### src/rtl/dmac_pkg.sv
`timescale 1ns/1ps
package dmac_pkg;
  typedef enum logic {
    OP_SUM  = 1'b0,
    OP_DIFF = 1'b1
  } dmac_op_e;
endpackage

### src/rtl/dmac_half_mul.sv
`timescale 1ns/1ps
module dmac_half_mul #(
  parameter int HALF_W = 16,
  localparam int PROD_W = 2 * HALF_W
) (
  input  logic [HALF_W-1:0] lhs_i,
  input  logic [HALF_W-1:0] rhs_i,
  output logic [PROD_W-1:0] prod_o
);
  logic signed [PROD_W-1:0] prod_s;

  // Full-width signed product; the single largest case (-2^(H-1))^2 still fits.
  always_comb begin
    prod_s = $signed(lhs_i) * $signed(rhs_i);
  end

  assign prod_o = prod_s;
endmodule

### src/rtl/dmac_combine.sv
`timescale 1ns/1ps
module dmac_combine
  import dmac_pkg::*;
#(
  parameter int HALF_W     = 16,
  parameter int IDX_W      = 4,
  parameter int NO_ACC_IDX = 15,
  localparam int DW        = 2 * HALF_W
) (
  input  logic [DW-1:0]    prod_lo_i,
  input  logic [DW-1:0]    prod_hi_i,
  input  logic [DW-1:0]    acc_i,
  input  dmac_op_e         op_i,
  input  logic [IDX_W-1:0] acc_idx_i,
  output logic [DW-1:0]    value_o,
  output logic             ovf_prod_o,
  output logic             ovf_acc_o
);
  // Signed overflow of a+b: equal operand signs, and the sum's sign differs.
  function automatic logic add_ovf(input logic [DW-1:0] a, input logic [DW-1:0] b);
    logic [DW-1:0] s;
    s = a + b;
    return (a[DW-1] == b[DW-1]) && (s[DW-1] != a[DW-1]);
  endfunction

  logic [DW-1:0] prod_sum;
  logic [DW-1:0] prod_dif;
  logic [DW-1:0] base;
  logic          use_acc;

  always_comb begin
    prod_sum   = prod_lo_i + prod_hi_i;
    prod_dif   = prod_lo_i - prod_hi_i;
    base       = (op_i == OP_DIFF) ? prod_dif : prod_sum;
    use_acc    = (acc_idx_i != IDX_W'(NO_ACC_IDX));
    value_o    = use_acc ? (base + acc_i) : base;
    ovf_prod_o = (op_i == OP_SUM) && add_ovf(prod_lo_i, prod_hi_i);
    ovf_acc_o  = (op_i == OP_SUM) && use_acc && add_ovf(prod_sum, acc_i);
  end
endmodule

### src/rtl/dmac_sticky_flag.sv
`timescale 1ns/1ps
module dmac_sticky_flag (
  input  logic clk,
  input  logic rst_n,
  input  logic set_i,
  input  logic clr_i,
  output logic flag_o
);
  always_ff @(posedge clk) begin
    if (!rst_n)     flag_o <= 1'b0;
    else if (set_i) flag_o <= 1'b1;
    else if (clr_i) flag_o <= 1'b0;
  end
endmodule

### src/rtl/dual_mac_unit.sv
`timescale 1ns/1ps
module dual_mac_unit
  import dmac_pkg::*;
#(
  parameter int HALF_W     = 16,
  parameter int IDX_W      = 4,
  parameter int NO_ACC_IDX = 15,
  localparam int DW        = 2 * HALF_W,
  localparam int N_HALVES  = 2
) (
  input  logic             clk,
  input  logic             rst_n,
  input  logic             start_i,
  input  logic [DW-1:0]    op_a_i,
  input  logic [DW-1:0]    op_b_i,
  input  logic [DW-1:0]    acc_i,
  input  logic             diff_sel_i,
  input  logic [IDX_W-1:0] acc_idx_i,
  input  logic             q_clr_i,
  output logic [DW-1:0]    result_o,
  output logic             valid_o,
  output logic             q_flag_o
);
  logic [N_HALVES-1:0][DW-1:0] prods;
  logic [DW-1:0] value_c;
  logic          ovf_prod;
  logic          ovf_acc;
  logic          ovf_any;
  logic          q_set_evt;
  dmac_op_e      op_sel;

  for (genvar g = 0; g < N_HALVES; g++) begin : g_half
    dmac_half_mul #(.HALF_W(HALF_W)) u_mul (
      .lhs_i  (op_a_i[g*HALF_W +: HALF_W]),
      .rhs_i  (op_b_i[g*HALF_W +: HALF_W]),
      .prod_o (prods[g])
    );
  end

  assign op_sel = diff_sel_i ? OP_DIFF : OP_SUM;

  dmac_combine #(
    .HALF_W     (HALF_W),
    .IDX_W      (IDX_W),
    .NO_ACC_IDX (NO_ACC_IDX)
  ) u_comb (
    .prod_lo_i  (prods[0]),
    .prod_hi_i  (prods[1]),
    .acc_i      (acc_i),
    .op_i       (op_sel),
    .acc_idx_i  (acc_idx_i),
    .value_o    (value_c),
    .ovf_prod_o (ovf_prod),
    .ovf_acc_o  (ovf_acc)
  );

  assign ovf_any   = ovf_prod | ovf_acc;
  assign q_set_evt = start_i & ovf_any;

  dmac_sticky_flag u_flag (
    .clk    (clk),
    .rst_n  (rst_n),
    .set_i  (q_set_evt),
    .clr_i  (q_clr_i),
    .flag_o (q_flag_o)
  );

  always_ff @(posedge clk) begin
    if (!rst_n) begin
      result_o <= '0;
      valid_o  <= 1'b0;
    end else begin
      valid_o <= start_i;
      if (start_i) result_o <= value_c;
    end
  end
endmodule

### config.mk
export PLATFORM = sky130hd
export DESIGN_NAME = dual_mac_unit
export DESIGN_NICKNAME = d
export VERILOG_FILES = /design/src/rtl/dmac_pkg.sv /design/src/rtl/dmac_half_mul.sv /design/src/rtl/dmac_combine.sv /design/src/rtl/dmac_sticky_flag.sv /design/src/rtl/dual_mac_unit.sv
export SDC_FILE = /design/constraint.sdc
export NUM_CORES = 2
export LEC_CHECK = 0
export ABC_AREA = 1
export BUFFER_PORTS_ARGS = -buffer_cell sky130_fd_sc_hd__buf_2
export CAP_MARGIN = 20
export CELL_PAD_IN_SITES_DETAIL_PLACEMENT = 0
export CELL_PAD_IN_SITES_GLOBAL_PLACEMENT = 1
export CORE_AREA = 2 2 240 242
export DETAILED_ROUTE_END_ITERATION = 10
export DIE_AREA = 0 0 242 244
export PLACE_DENSITY_LB_ADDON = 0.1
export SLEW_MARGIN = 20
export SYNTH_ARGS = -nofsm -noshare
export SYNTH_HDL_FRONTEND = slang
export SYNTH_SLANG_ARGS = --single-unit
### constraint.sdc
create_clock -name clk -period 17.5 [get_ports clk]
set_input_delay 0.875 -clock clk [delete_from_list [all_inputs] [get_ports clk]]
set_output_delay 0.875 -clock clk [all_outputs]
set_load 0.1 [all_outputs]
* After elaboration in Yosys (flattened, before gate mapping)
Cells that the tools add are included.
** Operators by class
- Add/subtract/negate cells :: 4
- Multiply operators :: 2
- Divide/modulo/power cells :: 0
- Magnitude comparators :: 0
- Equal/unequal tests :: 5
- Shift-type cells :: 0
- Muxes and demuxes :: 5
- Bitwise operators :: 3
- Reduce and logical (&&, ||, !) cells :: 6
** Operators by type and width (count)
- 32-bit adder :: 3
- 16-bit by 16-bit multiplier with 32-bit output :: 2
- 32-bit 2-to-1 mux :: 2
- 32-bit subtractor :: 1
- 1-bit logical AND :: 5
- 4-bit inequality test, second input constant :: 1
- 1-bit 2-to-1 mux :: 3
- 1-bit equality test :: 2
- 1-bit inequality test :: 2
- 2-bit nonzero test :: 1
- 1-bit AND :: 1
- 1-bit inverter :: 1
- 1-bit OR :: 1
** Storage, ports and cells
- Flip-flop bits (word level) :: 34
- Latch bits :: 0
- Bits in writable memories :: 0
- ROM bits :: 0
- Input bits :: 105
- Output and inout bits :: 34
- Logic and storage cells :: 28
- Memories kept :: 0

* Depth between registers and ports, before layout
- Word-level depth :: 9
- Depth in mapped cells :: 55
- Gate-level depth less buffers :: 52

* By module
Synthesis repeated with hierarchy kept, for this count alone.
** Second synthesis, totals
- Cells, all modules :: 4663
- Area, all modules :: 30993.5 um2
** Modules (own cells, without submodules)
- dmac_half_mul at g_half[0].u_mul :: instances 1, cells each 1425, area each 10705.3 um2, seq. area each 0.0 um2
- dmac_half_mul at g_half[1].u_mul :: instances 1, cells each 1430, area each 10694.0 um2, seq. area each 0.0 um2
- dmac_combine :: instances 1, cells each 1595, area each 8202.9 um2, seq. area each 0.0 um2
- dual_mac_unit :: instances 1, cells each 207, area each 1347.5 um2, seq. area each 660.6 um2
- dmac_sticky_flag :: instances 1, cells each 6, area each 43.8 um2, seq. area each 20.0 um2

* Least setup slack after synthesis
No wires, ideal clock.
- Path kind :: input port to flip-flop
- Start point :: input op_b_i[1]
- End point :: register result_o[30]
- Setup time :: 132 ps
- Arrival :: 8792 ps
- Data required time :: 17368 ps
- Setup slack :: 8576 ps
- Stages :: 45
- Buffers on the path :: 3
- Cell sequence :: clkbuf_1 > clkbuf_1 > nand2_1 > fa_1 > fa_1 > fa_1 > fa_1 > inv_1 > fa_1 > inv_1 > fa_1 > inv_1 > ha_1 > nand2_1 > nor2_1 > nand3_1 > nand3_1 > a21oi_1 > (+9 left out) > o21ai_1 > a31oi_1 > inv_1 > a211oi_1 > nand2_1 > xor2_2 > nand2_1 > nand2_1 > ha_1 > inv_1 > nor3_1 > and2_1 > a221oi_1 > a21oi_1 > o21ai_0 > inv_1 > nand2_1 > a21oi_1
** On the way
- Word-level cells in the longest chain between the ends :: 5
- Elaborated cells on any way between the ends :: 6
- Those cells by class :: add/sub: 3; mul: 1; mux: 2
** RTL lines
- start, declared :: RTL line dual_mac_unit.sv:15 : input logic [DW-1:0] op_b_i,
- 16-bit by 16-bit multiplier with 32-bit output * :: RTL line dmac_half_mul.sv:14 : prod_s = $signed(lhs_i) * $signed(rhs_i);
- 32-bit adder / 32-bit subtractor (equally long branches) :: RTL line dmac_combine.sv:32, dmac_combine.sv:33
- 32-bit 2-to-1 mux * :: RTL line dmac_combine.sv:34 : base = (op_i == OP_DIFF) ? prod_dif : prod_sum;
- 32-bit adder :: RTL line dmac_combine.sv:36 : value_o = use_acc ? (base + acc_i) : base;
- 32-bit 2-to-1 mux * :: RTL line dmac_combine.sv:36
- end signal, assigned :: RTL line dual_mac_unit.sv:74 : if (start_i) result_o <= value_c;
- end, declared :: RTL line dual_mac_unit.sv:20 : output logic [DW-1:0] result_o,
Every way passes the cells marked *; elsewhere a longest branch is shown, timed or not.
A chain may end at the register's enable or synchronous reset.

* Final worst setup path
- Start point :: input op_b_i[1]
- End point :: register result_o[26]
Same word-level chain as after synthesis.

==> flow_summary.json <==
{
  "run_status": "completed",
  "vias": 24361,
  "cap_violations": 0,
  "io_buffers": 138,
  "synthCells": 4100,
  "tightest_slew_ns": 0.857,
  "worstSetupPathType": "input pin to register",
  "worstPathRequired_ns": 17.71,
  "yosysSeqAreaShare_pct": 2.34,
  "cts_setup_buffers": 0,
  "yosys.cell_types.count": 59,
  "place_area_sq_um": 30100,
  "grt_max_degree": 45,
  "cp_max_fo": 16,
  "cp-end-kind": "register",
  "dr.first_iter.drc_count": 1500,
  "cpPeakStageDelay_ns": 0.52,
  "startpoint": "op_b_i[1]",
  "hpwl_mm": 70.2,
  "timing_hold_violations_final": 0,
  "hp-start": "result_o[18]",
  "fin_skew_ns": 0,
  "initial_utilization_pct": 51.7,
  "relSlewSlack_pct": 42.5,
  "drt-total-wl_mm": 80.3,
  "overflow": 0,
  "cts_root_buffer": "clkbuf_16",
  "track_usage_pct": 28.0,
  "layout-drive-gt1-share_pct": 5.97,
  "numCtsBuffers": 5,
  "grt_pass1_vias": 25115,
  "crit_top_cell": "fa_1",
  "fin_nets": 5019,
  "drt_pass1_iterations": 6,
  "viasPerCell": 5.02,
  "ctsHoldBuffers": 0,
  "gp_congestion": 0.959,
  "fillerInstances": 5762,
  "synth_edf_count": 0,
  "diodes": 0,
  "arrival_ns": 10.16,
  "timing.rr.start": "result_o[31]",
  "cts_tree": "done",
  "ys_seq_elements": 34,
  "clock_path_buffers": 2,
  "max_freq_mhz": 101,
  "avgRoutedWirePerCell_um": 16.5,
  "grt_pass1_wl_mm": 133,
  "rsz0062_at_grt": "no",
  "netlist_area_sq_um": 29000,
  "slew_violations": 0,
  "syn_nets": 5019,
  "die_h_um": 244,
  "design_area_sq_um": 30200,
  "clkLatencyLatePin_ns": 0.28,
  "post_cts_resized": 0,
  "worstHoldPathType": "register to register",
  "pin_count": 139,
  "grt_antenna_before_repair": 0,
  "cts.clk_slew.worst_paths_ns": 0.05,
  "core-area_sq_um": 56200,
  "tns_ns": 0,
  "die_x_um": 242,
  "fin_crit_ns": 9.95,
  "ant_nets": 0,
  "ys.flop_type": "dfxtp_1",
  "cts_htree_levels": 2,
  "start_kind": "input pin",
  "dieArea_sq_um": 59000,
  "cts_num_sinks": 34,
  "fp-row-count": 87,
  "syn_to_final_growth_pct": 4.11,
  "yosysWarnings": 0,
  "async_flop_share_pct": 0,
  "setup_viol": 0,
  "drc_errors": 0,
  "syn_avg_cell_area_sq_um": 7.08,
  "finalCritPeriodShare_pct": 56.8,
  "cp_slowest_cell": "fa_1"
}
routing by layer:
layer / global-route usage [%] / routed length, um
met3: 2.30 / 3800
met2: 48.9 / 38400
met5: 0 / 0
met4: 4.14 / 1310
met1: 38.8 / 36800
cell usage after synthesis (all sizes together), types with 2 or more instances:
master,instances,share of area [%]
a31oi,13,0.28
o211ai,20,0.52
o21ai,113,2.1
or2,20,0.43
nand3,138,2.5
fa,527,36
clkbuf,120,1.6
nand2,1033,13
o21bai,19,0.54
o31ai,5,0.13
nand3b,9,0.23
a211oi,3,0.078
dfxtp,34,2.3
a221oi,5,0.17
inv,1147,15
o221ai,3,0.090
xnor2,27,0.81
xor2,74,2.3
and2,2,0.043
nand4,25,0.56
buf,28,0.57
ha,287,12
a21boi,5,0.16
o21a,7,0.18
a21oi,209,3.9
a21o,16,0.41
nor4,2,0.086
nor3,34,0.66
nor2,169,2.2
cell families after synthesis:
kind of cell,after synthesis,share of synthesized area [%]
AOI/OAI and AO/OA,421,8.65
xor gates and xnor gates,101,3.15
adders and majority gates,814,48.7
buffers and inverters,1296,17.0
DFF,34,2.34
and+or+nand+nor,1434,20.2
layout by cell type (no fill, tap or decap), drive strengths merged, types with 5 or more instances in the layout:
cell type / synthesis / routed
o21a: 7 / 7
ha: 287 / 287
nand2: 1033 / 1033
nor2: 169 / 169
or2: 20 / 20
a21o: 16 / 16
buf: 28 / 141
inv: 1147 / 1147
xor2: 74 / 74
nor3: 34 / 34
o21bai: 19 / 19
nand4: 25 / 25
o31ai: 5 / 5
nand3: 138 / 138
a31oi: 13 / 13
a21oi: 209 / 209
a21boi: 5 / 5
o211ai: 20 / 20
a221oi: 5 / 5
fa: 527 / 527
xnor2: 27 / 27
clkbuf: 120 / 6
nand3b: 9 / 9
o21ai: 113 / 113
dfxtp: 34 / 34
metrics by stage:
| step | cells | hold WS, ns | setup slack, ns | util, % |
|---|---|---|---|---|
| detailed placement | 4849 | 0.456 | 7.33 | 53.6 |
| global route | 4857 | 0.482 | 6.97 | 53.8 |
| floorplan | 4100 | 0.904 | 8.58 | - |
| finish | 4857 | 0.460 | 7.55 | 53.8 |
| CTS | 4857 | 0.464 | 7.59 | 53.8 |
| global placement | 4849 | 0.452 | 7.35 | 53.6 |
worst max-delay path, delay by kind of cell:
family | cells | cell delay (ns)
xor gates and xnor gates | 1 | 0.34
adders and majority gates | 9 | 4.19
buffers and inverters | 6 | 0.70
and+or+nand+nor | 14 | 2.10
AOI/OAI and AO/OA | 10 | 1.93
sequential cells by signal, summed over array words and instances (netlist names):
signal	cells
result_o	32
u_flag.flag_o	1
valid_o	1
worst paths after layout:
kind	to	slack [ns]	cells past startpoint
worst min register to register	result_o[18]	0.46	2
worst max register to register	result_o[31]	16.63	4
worst max-delay path	result_o[26]	7.55	40
worst min-delay path	result_o[18]	0.46	2
area by class of cell:
cell class	count	area [sq um]	share of cell area (%)
Clock buffer	6	139	0.459
Clock inverter	2	12.5	0.0414
Inverter	1148	4310	14.2
Multi-Input combinational cell	2770	23400	77.5
Sequential cell	34	681	2.25
Tap cell	756	946	3.13
Timing Repair Buffer	141	713	2.36
Power is not shown: default switching activity piles up to over one toggle a cycle in this logic, so the estimate is an artifact.
